### src/rtl/dtx_pkg.sv
package dtx_pkg;
   typedef enum logic [2:0] {
      FLT_NONE  = 3'd0,
      FLT_ALIGN = 3'd1,
      FLT_PAGE  = 3'd2,
      FLT_ACV   = 3'd3,
      FLT_SMISS = 3'd4,
      FLT_DMISS = 3'd5,
      FLT_MCHK  = 3'd6,
      FLT_UNIMP = 3'd7
   } dtx_fault_e;

   localparam int ST_W     = 6;
   localparam int ST_WR    = 0;
   localparam int ST_ACV   = 1;
   localparam int ST_FONR  = 2;
   localparam int ST_FONW  = 3;
   localparam int ST_BADVA = 4;
   localparam int ST_MISS  = 5;

   localparam int MODE_W   = 2;
   localparam int N_MODES  = 4;
   localparam logic [MODE_W-1:0] MODE_KERN = 2'd0;
endpackage

### src/rtl/dtx_va_chk.sv
module dtx_va_chk #(
   parameter int VA_W    = 64,
   parameter int VA_IMPL = 48,
   parameter int PA_W    = 44,
   parameter int SP_HI   = 47,
   parameter int SP_LO   = 41,
   parameter logic [63:0] SP_TAG = 64'h7E,
   parameter int SP_SX   = 40
) (
   input  logic [VA_W-1:0] va,
   input  logic [1:0]      size,
   output logic            misalign,
   output logic            noncanon,
   output logic            is_sp,
   output logic [VA_W-1:0] sp_pa
);
   localparam int SPW = SP_HI - SP_LO + 1;
   localparam int HIW = VA_W - VA_IMPL + 1;

   logic [2:0]     low_mask;
   logic [HIW-1:0] hi_bits;

   always_comb begin
      case (size)
         2'd0:    low_mask = 3'b000;
         2'd1:    low_mask = 3'b001;
         2'd2:    low_mask = 3'b011;
         default: low_mask = 3'b111;
      endcase
   end

   assign misalign = |(va[2:0] & low_mask);
   assign hi_bits  = va[VA_W-1:VA_IMPL-1];
   assign noncanon = !((&hi_bits) || !(|hi_bits));
   assign is_sp    = (va[SP_HI:SP_LO] == SP_TAG[SPW-1:0]);

   // direct-map window: low bits pass, sign bit replicated up to PA_W-1
   for (genvar b = 0; b < VA_W; b++) begin : g_sp
      if (b < SP_SX) begin : g_low
         assign sp_pa[b] = va[b];
      end else if (b < PA_W) begin : g_ext
         assign sp_pa[b] = va[SP_SX];
      end else begin : g_zero
         assign sp_pa[b] = 1'b0;
      end
   end
endmodule

### src/rtl/dtx_perm.sv
module dtx_perm
   import dtx_pkg::*;
(
   input  logic                  is_store,
   input  logic [MODE_W-1:0]     eff_mode,
   input  logic [N_MODES-1:0]    re,
   input  logic [N_MODES-1:0]    we,
   input  logic                  fonr,
   input  logic                  fonw,
   output logic                  deny,
   output dtx_fault_e            cls,
   output logic [ST_W-1:0]       stat
);
   always_comb begin
      deny = 1'b0;
      cls  = FLT_NONE;
      stat = '0;
      if (is_store) begin
         if (!we[eff_mode]) begin
            deny = 1'b1;
            cls  = FLT_PAGE;
            stat[ST_WR]   = 1'b1;
            stat[ST_ACV]  = 1'b1;
            stat[ST_FONW] = fonw;
         end else if (fonw) begin
            deny = 1'b1;
            cls  = FLT_PAGE;
            stat[ST_WR]   = 1'b1;
            stat[ST_FONW] = 1'b1;
         end
      end else begin
         if (!re[eff_mode]) begin
            deny = 1'b1;
            cls  = FLT_ACV;
            stat[ST_ACV]  = 1'b1;
            stat[ST_FONR] = fonr;
         end else if (fonr) begin
            deny = 1'b1;
            cls  = FLT_PAGE;
            stat[ST_FONR] = 1'b1;
         end
      end
   end
endmodule

### src/rtl/dtx_pa_post.sv
module dtx_pa_post #(
   parameter int VA_W   = 64,
   parameter int PA_W   = 44,
   parameter int IPR_LO = 20,
   parameter int UC_HI  = 42,
   parameter int UC_LO  = 35
) (
   input  logic [VA_W-1:0] pa_in,
   output logic            mchk,
   output logic            unimp,
   output logic            uncache,
   output logic [PA_W-1:0] pa_out
);
   logic ucb, ipr;

   assign mchk    = |pa_in[VA_W-1:PA_W];
   assign ucb     = pa_in[PA_W-1];
   assign ipr     = &pa_in[PA_W-1:IPR_LO];
   assign unimp   = !mchk && ucb && ipr;
   assign uncache = !mchk && ucb && !ipr;

   for (genvar b = 0; b < PA_W; b++) begin : g_clr
      if (b >= UC_LO && b <= UC_HI) begin : g_in
         assign pa_out[b] = pa_in[b] & !uncache;
      end else begin : g_out
         assign pa_out[b] = pa_in[b];
      end
   end
endmodule

### src/rtl/dtx_xlate.sv
module dtx_xlate
   import dtx_pkg::*;
#(
   parameter int VA_W    = 64,
   parameter int VA_IMPL = 48,
   parameter int PA_W    = 44,
   parameter int PG_SH   = 13,
   parameter int ASN_W   = 8,
   parameter int IPR_LO  = 20,
   parameter int UC_HI   = 42,
   parameter int UC_LO   = 35,
   parameter int SP_SX   = 40,
   localparam int VPN_W  = VA_IMPL - PG_SH,
   localparam int PPN_W  = PA_W - PG_SH
) (
   input  logic               clk,
   input  logic               rst_n,
   input  logic               req_valid,
   input  logic [VA_W-1:0]    req_va,
   input  logic [1:0]         req_size,
   input  logic               req_store,
   input  logic               req_phys,
   input  logic               req_alt,
   input  logic               req_ptacc,
   input  logic [1:0]         cur_mode,
   input  logic [1:0]         alt_mode,
   input  logic               fw_pc,
   input  logic [ASN_W-1:0]   cur_asn,
   output logic [VPN_W-1:0]   lkp_vpn,
   output logic [ASN_W-1:0]   lkp_asn,
   input  logic               tlb_hit,
   input  logic [PPN_W-1:0]   tlb_ppn,
   input  logic [3:0]         tlb_re,
   input  logic [3:0]         tlb_we,
   input  logic               tlb_fonr,
   input  logic               tlb_fonw,
   output logic               rsp_valid,
   output logic [PA_W-1:0]    rsp_pa,
   output logic               rsp_uncache,
   output logic [2:0]         rsp_fault,
   output logic [5:0]         rsp_mmstat
);
   if (PA_W > VA_W || VA_IMPL > VA_W || PG_SH >= PA_W) begin : g_bad_width
      $error("dtx_xlate: address widths inconsistent");
   end
   if (UC_HI >= PA_W - 1 || UC_LO > UC_HI || IPR_LO >= PA_W) begin : g_bad_uc
      $error("dtx_xlate: cacheability fields out of range");
   end
   if (SP_SX >= PA_W || VA_IMPL < 48) begin : g_bad_sp
      $error("dtx_xlate: direct-map window does not fit");
   end

   logic              misalign, noncanon, is_sp;
   logic [VA_W-1:0]   sp_pa, hit_pa, pa_sel;
   logic [MODE_W-1:0] eff_mode;
   logic              perm_deny;
   dtx_fault_e        perm_cls;
   logic [ST_W-1:0]   perm_stat;
   logic              mchk, unimp, uncache;
   logic [PA_W-1:0]   post_pa;

   dtx_fault_e        f_nx;
   logic [ST_W-1:0]   st_nx;
   logic [PA_W-1:0]   pa_nx;
   logic              uc_nx;

   assign lkp_vpn  = req_va[VA_IMPL-1:PG_SH];
   assign lkp_asn  = cur_asn;
   assign eff_mode = fw_pc ? (req_alt ? alt_mode : MODE_KERN) : cur_mode;
   assign hit_pa   = VA_W'({tlb_ppn, req_va[PG_SH-1:0]});
   assign pa_sel   = req_phys ? req_va : (is_sp ? sp_pa : hit_pa);

   dtx_va_chk #(
      .VA_W(VA_W), .VA_IMPL(VA_IMPL), .PA_W(PA_W),
      .SP_HI(47), .SP_LO(41), .SP_TAG(64'h7E), .SP_SX(SP_SX)
   ) va_chk_i (
      .va(req_va), .size(req_size), .misalign(misalign),
      .noncanon(noncanon), .is_sp(is_sp), .sp_pa(sp_pa)
   );

   dtx_perm perm_i (
      .is_store(req_store), .eff_mode(eff_mode), .re(tlb_re), .we(tlb_we),
      .fonr(tlb_fonr), .fonw(tlb_fonw), .deny(perm_deny), .cls(perm_cls),
      .stat(perm_stat)
   );

   dtx_pa_post #(
      .VA_W(VA_W), .PA_W(PA_W), .IPR_LO(IPR_LO), .UC_HI(UC_HI), .UC_LO(UC_LO)
   ) post_i (
      .pa_in(pa_sel), .mchk(mchk), .unimp(unimp), .uncache(uncache),
      .pa_out(post_pa)
   );

   // fixed priority chain
   always_comb begin
      f_nx  = FLT_NONE;
      st_nx = '0;
      pa_nx = '0;
      uc_nx = 1'b0;
      if (misalign) begin
         f_nx = FLT_ALIGN;
         st_nx[ST_WR] = req_store;
      end else if (!req_phys && noncanon) begin
         f_nx = FLT_PAGE;
         st_nx[ST_WR]    = req_store;
         st_nx[ST_BADVA] = 1'b1;
         st_nx[ST_ACV]   = 1'b1;
      end else if (!req_phys && is_sp && cur_mode != MODE_KERN) begin
         f_nx = FLT_ACV;
         st_nx[ST_WR]  = req_store;
         st_nx[ST_ACV] = 1'b1;
      end else if (!req_phys && !is_sp && !tlb_hit) begin
         f_nx = req_ptacc ? FLT_DMISS : FLT_SMISS;
         st_nx[ST_WR]   = req_store;
         st_nx[ST_MISS] = 1'b1;
      end else if (!req_phys && !is_sp && perm_deny) begin
         f_nx  = perm_cls;
         st_nx = perm_stat;
      end else if (mchk) begin
         f_nx = FLT_MCHK;
      end else if (unimp) begin
         f_nx = FLT_UNIMP;
      end else begin
         pa_nx = post_pa;
         uc_nx = uncache;
      end
   end

   always_ff @(posedge clk or negedge rst_n) begin
      if (!rst_n) begin
         rsp_valid   <= 1'b0;
         rsp_pa      <= '0;
         rsp_uncache <= 1'b0;
         rsp_fault   <= '0;
         rsp_mmstat  <= '0;
      end else begin
         rsp_valid   <= req_valid;
         rsp_pa      <= pa_nx;
         rsp_uncache <= uc_nx;
         rsp_fault   <= f_nx;
         rsp_mmstat  <= st_nx;
      end
   end
endmodule

### config.mk
export PLATFORM = sky130hd
export DESIGN_NAME = dtx_xlate
export DESIGN_NICKNAME = d
export VERILOG_FILES = /design/src/rtl/dtx_pkg.sv /design/src/rtl/dtx_va_chk.sv /design/src/rtl/dtx_perm.sv /design/src/rtl/dtx_pa_post.sv /design/src/rtl/dtx_xlate.sv
export SDC_FILE = /design/constraint.sdc
export NUM_CORES = 1
export LEC_CHECK = 0
export CAP_MARGIN = 10
export CORE_UTILIZATION = 35
export CTS_CLUSTER_DIAMETER = 80
export CTS_CLUSTER_SIZE = 20
export DETAILED_ROUTE_END_ITERATION = 10
export PLACE_DENSITY = 0.78
export SETUP_SLACK_MARGIN = 0.3
export SLEW_MARGIN = 0
export SYNTH_ARGS = -nofsm -noshare
export SYNTH_HDL_FRONTEND = slang
export SYNTH_SLANG_ARGS = --single-unit
### constraint.sdc
create_clock -name clk -period 0.8 [get_ports clk]
set_input_delay 0.08 -clock clk [delete_from_list [all_inputs] [get_ports clk]]
set_output_delay 0.08 -clock clk [all_outputs]
set_load 0.02 [all_outputs]
==> impl_metrics.tcl, run 1 <==
set metrics [dict create \
    synthTopCellsByArea "dfrtp_1, buf_4, mux2i_1" \
    whs_ps -246 \
    required_ps 1000 \
    antenna_cells 0 \
    drtAntennaViolNets 0 \
    drt_wl_total_um 16300 \
    yosys_most_used_dff "dfrtp_1" \
    dp_slack_ps -1540 \
    cp-endpoint "rsp_pa[21]" \
    hp-class "input pin to asynchronous set/reset pin" \
    routabilityCongestion 0.927 \
    dp_hpwl_um 9050 \
    wl_met2_um 8960 \
    start_util_pct 36.4 \
    antenna_found_initial 0 \
    yosysMostFrequentCell "dfrtp_1" \
    firstDrtPassIters 4 \
    critical_path_class "input pin to flop" \
    drv_cap 0 \
    die_y_um 97.5 \
    power_leakage_nw 3.34 \
    synth_area_um2 3190 \
    synth.largest_area_cell "dfrtp_1" \
    ioPinCount 226 \
    violations "negative hold slack, negative setup slack" \
    report.final.slew_viol_count 0 \
    layout_min_cycle_time_ps 1780 \
    avgSynthCellArea_um2 10.3 \
    fill_cells 423 \
    fin_util_pct 86.1 \
    grt_pass1_vias 4311 \
    met3_length_um 931 \
    yosysSeqAreaShare_pct 43.2 \
    ys_warn_count 0 \
    rsz0062_at_grt "true" \
    clkSinkCount 55 \
    maxUsedRoutingLayer "met4" \
    vias 4016 \
    overflow 0 \
    placed_area_um2 5860 \
    wl_met1_um 5700 \
    multiInputGateArea_um2 2260 \
    fmax_mhz 561 \
    drive_above_1_share_pct 65.7 \
    cts_made_buffers 5 \
    cts_tree "done" \
    synth_nets 437 \
    ir_drop_uv 1060 \
    synth-async-reset-ratio_pct 100 \
    area_growth_pct 137 \
    ff_latch_area_um2 1380 \
    die_area_um2 9500 \
    setup_ws_ps -981 \
    die_w_um 97.5 \
    syn_inst 309 \
    tightestPinTransition_ps 522 \
    grt_pass1_wl_um 23700 \
    viasPerCell 5.70 \
    min_period_over_period_pct 223 \
    routedWlPerCell_um 23.2 \
    first_iter_violations 134 \
    rows 34 \
    clk_path_buf_depth 2 \
    crit_fanout 4 \
    final_nets 724 \
    core_um2 8760 \
    start_kind "input pin" \
    fin_area_um2 7540 \
    status "finished with violations" \
    drc 0 \
    synth.top_cell.area_share_pct 43.2 \
    grt_usage_pct 31.9 \
    hold_viol 55 \
    critPathArrivalTime_ps 1980 \
    synthTopCellsByCount "dfrtp_1, buf_4, nor4_1, mux2i_1, nand2_1" \
    setup_viol 109 \
    relSlewSlack_pct 64.9 \
    cp-startpoint "req_va[61]" \
    fin_tns_setup_ps -52850 \
    synth_edf_count 0 \
    endpoint_kind "flop" \
    grt_max_degree 56 \
    powerDensity_nw_per_um2 1100 \
    cts_max_level 2 \
    synth.ff_latch_count 55 \
    numPortBuffers 209 \
    root_buffer "clkbuf_8" \
    synth.distinct_cells 53 \
    p_total_mw 8.26 \
    cts.clk_slew.worst_paths_ps 110 \
]
==> through the flow <==
stage	instances	hold WS (ps)
6_report	705	-246
5_1_grt	705	-229
4_1_cts	697	-231
3_5_place_dp	650	98.8
3_3_place_gp	650	93.4
2_1_floorplan	309	-216
==> flip-flops by register name, indices dropped and copies added, names as in the netlist <==
name and count:
rsp_fault 3, rsp_mmstat 6, rsp_pa 44, rsp_uncache 1, rsp_valid 1
==> area by class of cell <==
class / count / share of cell area [%]
Multi-Input combinational cell: 189 / 29.9
Clock inverter: 3 / 0.896
Clock buffer: 5 / 0.912
Timing Repair Buffer: 340 / 48.0
Inverter: 5 / 0.249
Sequential cell: 55 / 18.2
Tap cell: 108 / 1.79
==> critical path, stage by stage <==
cell	delay, ps
buf_6	90
buf_6	110
nor4_4	300
nand2_2	100
buf_6	130
o31ai_4	210
buf_6	150
nand4_1	140
buf_4	180
nor2_4	150
buf_6	150
buf_8	130
nor4_2	60
==> timing repair <==
item	in CTS	in global routing
hold endpoints to repair	55	55
pin swaps	42	20
cloned	8	1
setup buffers	31	7
setup endpoints to repair	144	123
resized for setup	923	60
==> where the power goes <==
group          total, mW  internal (mW)  switching, mW
Clock               2.22           1.25          0.974
Sequential          2.89           2.85         0.0388
Combinational       3.15           1.69           1.46
==> cell usage in the layout, fill, tap and decap left out, types with 3 or more instances in the layout <==
| cell | synthesis | final |
|---|---|---|
| clkbuf_8 | 0 | 5 |
| dfrtp_1 | 55 | 55 |
| nand2_1 | 18 | 13 |
| nand3_2 | 0 | 4 |
| clkdlybuf4s15_1 | 0 | 4 |
| mux2i_1 | 25 | 25 |
| nor4_2 | 0 | 17 |
| o21ai_2 | 0 | 4 |
| dlygate4sd2_1 | 0 | 23 |
| nor3_2 | 0 | 8 |
| clkdlybuf4s50_1 | 0 | 40 |
| buf_16 | 0 | 7 |
| nor2_1 | 6 | 4 |
| a32oi_2 | 0 | 4 |
| nor4_4 | 0 | 12 |
| nor4b_4 | 0 | 10 |
| a21oi_2 | 0 | 3 |
| inv_1 | 5 | 4 |
| o21ai_0 | 11 | 6 |
| buf_12 | 0 | 12 |
| nand2_2 | 0 | 3 |
| buf_6 | 3 | 161 |
| or2_4 | 0 | 3 |
| buf_2 | 5 | 16 |
| buf_8 | 0 | 4 |
| buf_4 | 44 | 61 |
| a2bb2oi_2 | 1 | 3 |
| nand4_1 | 16 | 16 |
| clkbuf_2 | 0 | 6 |
| nor4b_2 | 2 | 5 |
| a2111oi_4 | 0 | 4 |
==> worst min path at each step <==
stage | start | endpoint | depth (start not counted)
3_3_place_gp | rst_n | rsp_pa[36] | 2
6_report | rst_n | rsp_pa[36] | 2
4_1_cts | rst_n | rsp_pa[25] | 2
5_1_grt | rst_n | rsp_pa[14] | 2
3_5_place_dp | rst_n | rsp_pa[36] | 2
2_1_floorplan | rst_n | rsp_fault[0] | 0
==> cell families after synthesis <==
family / count (synthesis) / synth area share, %
AND/OR/NAND/NOR: 117 / 22.8
buffers and inverters: 65 / 13.7
flip-flops: 55 / 43.2
AO/OA/AOI/OAI: 46 / 12.2
multiplexers: 26 / 8.20
==> metal layers <==
layer  global-route usage [%]  vias to the layer above
met2                     60.4                      249
met1                     34.5                     1977
met4                     14.3                        0
li1                         -                     1726
met5                        0                        -
met3                     5.25                       64
Note: power is estimated with default switching activity, not from simulation.
==> inputs of run 2 (changes only) <==
--- a/config.mk
+++ b/config.mk
@@ -5,11 +5,12 @@
 export SDC_FILE = /design/constraint.sdc
 export NUM_CORES = 1
 export LEC_CHECK = 0
-export CAP_MARGIN = 10
+export CAP_MARGIN = 20
 export CORE_UTILIZATION = 35
 export CTS_CLUSTER_DIAMETER = 80
 export CTS_CLUSTER_SIZE = 20
 export DETAILED_ROUTE_END_ITERATION = 10
+export HOLD_SLACK_MARGIN = 0.03
 export PLACE_DENSITY = 0.78
 export SETUP_SLACK_MARGIN = 0.3
 export SLEW_MARGIN = 0
==> results of run 2 <==
Final layout, timing and power as in run 1 (identical DEF).
==> inputs of run 3 (changes only) <==
--- a/config.mk
+++ b/config.mk
@@ -6,14 +6,15 @@
 export NUM_CORES = 1
 export LEC_CHECK = 0
 export CAP_MARGIN = 20
-export CORE_UTILIZATION = 35
+export CORE_UTILIZATION = 42
 export CTS_CLUSTER_DIAMETER = 80
 export CTS_CLUSTER_SIZE = 20
 export DETAILED_ROUTE_END_ITERATION = 10
 export HOLD_SLACK_MARGIN = 0.03
-export PLACE_DENSITY = 0.78
+export PLACE_DENSITY = 0.8
 export SETUP_SLACK_MARGIN = 0.3
 export SLEW_MARGIN = 0
 export SYNTH_ARGS = -nofsm -noshare
 export SYNTH_HDL_FRONTEND = slang
+export SYNTH_HIERARCHICAL = 1
 export SYNTH_SLANG_ARGS = --single-unit
==> run 3 against run 2 <==
The flow still finishes with violations (negative hold slack, negative setup slack). Core utilization fell by 12 points. Critical path depth grew 7. Combinational power fell by 11%. Flip-flop and latch count stayed put. Via count is 12% higher. First-iteration DRC count grew 40%.
==> impl_metrics.tcl, run 3 <==
set metrics [dict create \
    final_cell_mix "buf_6, nand2_1, buf_4" \
    syn_inst 584 \
    grt_pass1_vias 4694 \
    antenna_cells 0 \
    setup_ws_ps -1720 \
    drc 0 \
    critPathArrivalTime_ps 2720 \
    cp_common_cell "buf_6" \
    avgSynthCellArea_um2 7.98 \
    synth.largest_area_cell "dfrtp_1" \
    core_um2 10800 \
    cts.clk_slew.worst_paths_ps 100 \
    vias 4497 \
    final_nets 907 \
    synthTopCellsByArea "dfrtp_1, buf_4, mux2i_1" \
    cp-startpoint "req_va[46]" \
    path_depth 20 \
    firstDrtPassIters 4 \
    yosys_most_used_dff "dfrtp_1" \
    critical_path_class "input pin to flop" \
    viasPerCell 4.89 \
    drive_above_1_share_pct 48.7 \
    crit_fanout 8 \
    die_w_um 107 \
    fill_cells 750 \
    power_leakage_nw 3.94 \
    synth-async-reset-ratio_pct 100 \
    grt_max_degree 56 \
    ir_drop_uv 594 \
    cts_tree "done" \
    synth.top_cell.area_share_pct 29.5 \
    largest-register "rsp_pa" \
    die_y_um 107 \
    dp_hpwl_um 9950 \
    fin_area_um2 8020 \
    layout_min_cycle_time_ps 2520 \
    yosysMostFrequentCell "buf_4" \
    whs_ps -238 \
    drt_wl_total_um 14600 \
    placed_area_um2 6870 \
    routabilityCongestion 0.808 \
    overflow 0 \
    violations "negative hold slack, negative setup slack" \
    root_buffer "clkbuf_8" \
    endpoint_kind "flop" \
    cp-endpoint "rsp_fault[0]" \
    synth_area_um2 4660 \
    report.final.slew_viol_count 0 \
    rows 38 \
    synth.distinct_cells 45 \
    min_period_over_period_pct 315 \
    synth_edf_count 0 \
    reg_top3 "rsp_pa x44, rsp_mmstat x6, rsp_fault x3" \
    path_cells "buf_6 -> nand4_1 -> nor3_4 -> buf_4 -> buf_6 -> buf_16 -> mux2i_1 -> o21ai_1 -> buf_4 -> nand4_1 -> nor4_4 -> nand2_1 -> nor3_2 -> buf_4 -> buf_6 -> buf_6 -> buf_6 -> buf_6 -> a21oi_2 -> o311ai_1" \
    setup_viol 109 \
    status "finished with violations" \
    synthTopCellsByCount "buf_4, nand2_1, dfrtp_1, inv_1, nor3_1" \
    ioPinCount 226 \
    worst_path_max_delay_cell "nor4_4" \
    rsz0062_at_grt "true" \
    routedWlPerCell_um 15.9 \
    grt_pass1_wl_um 22400 \
    drv_cap 0 \
    ys_warn_count 6 \
    cts_max_level 2 \
    clk_path_buf_depth 2 \
    numPortBuffers 209 \
    area_growth_pct 72.1 \
    grt_usage_pct 24.8 \
    clkSinkCount 55 \
    hp-class "input pin to asynchronous set/reset pin" \
    cts_made_buffers 5 \
    die_area_um2 11500 \
    cp.buffers_inverters 10 \
    first_iter_violations 188 \
    required_ps 1000 \
    antenna_found_initial 0 \
    start_kind "input pin" \
    hold_viol 55 \
    largest_reg_flops 44 \
    path_delay_family "buffers and inverters" \
    cp_slowest_stage_delay_ps 330 \
    drtAntennaViolNets 0 \
    fin_tns_setup_ps -89890 \
    synth.ff_latch_count 55 \
    start_util_pct 43.0 \
    mostFrequentLayoutCell "buf_6" \
    fmax_mhz 396 \
    yosysSeqAreaShare_pct 29.5 \
    powerDensity_nw_per_um2 887 \
]
==> run 3: changes by cell type after synthesis, sizes merged, moves of 20 or more <==
cell | previous run | this run
buf | 53 | 164
nand2 | 18 | 75
o21ai | 12 | 38
inv | 5 | 53
nor3 | 10 | 47
nor4 | 30 | 9
a22o | 1 | 21
==> run 3: kinds of logic (layout without fill, tap and decap cells) <==
group / after synthesis / in the layout / share of synthesized area [%]
buf+inv: 230 / 405 / 31.5
simple gates: 184 / 184 / 19.4
compound gates: 76 / 76 / 11.1
flops: 55 / 55 / 29.5
mux: 37 / 37 / 8.27
other cells: 2 / 23 / 0.161
==> run 3: layout make-up <==
type | count | area [um^2] | share of cell area, %
Clock buffer | 6 | 72.6 | 0.905
Clock inverter | 2 | 12.5 | 0.156
Inverter | 53 | 204 | 2.54
Multi-Input combinational cell | 320 | 2630 | 32.8
Sequential cell | 55 | 1380 | 17.2
Tap cell | 140 | 175 | 2.18
Timing Repair Buffer | 344 | 3550 | 44.2
==> run 3: how the worst min path moves through the flow <==
stage	startpoint	to	slack, ps	cells after the start
final	rst_n	rsp_valid	-240	2
after CTS	rst_n	rsp_valid	-230	2
after detailed placement	rst_n	rsp_valid	110	2
after global routing	rst_n	rsp_pa[9]	-220	2
after global placement	rst_n	rsp_pa[12]	90	2
after floorplan	rst_n	rsp_fault[0]	-220	0
==> run 3: stage by stage <==
stage	utilization (%)	setup slack (ps)	hold WS [ps]	power (mW)	std cells
detailed placement	63.3	-2400	107	5.26	869
global placement	63.3	-2230	94.3	5.20	869
global route	74.0	-1920	-224	7.45	920
CTS	72.0	-1630	-230	6.98	917
floorplan	-	-1660	-216	4.39	605
finish	74.0	-1720	-238	7.11	920
==> run 3: layer usage <==
layer	up-vias	GRT usage (%)	part of all wire, %
met5	-	0	0
met4	0	9.49	2.5
met3	26	2.78	4.5
met2	157	48.2	56
met1	2154	27.3	37
li1	2160	-	-
==> run 3: what timing repair did <==
| action | 4_1_cts | 5_1_grt |
|---|---|---|
| pin swaps | 62 | 37 |
| endpoints found under the setup margin | 144 | 125 |
| hold endpoints to repair | 55 | 55 |
| buffers inserted | 34 | 3 |
| resized for setup | 829 | 66 |
| cloned | 6 | 0 |
==> run 3: power by group <==
group          internal [mW]  switching [mW]
registers               2.81          0.0162
logic                   1.47            1.33
clock network          0.615           0.874
total                   4.89            2.22
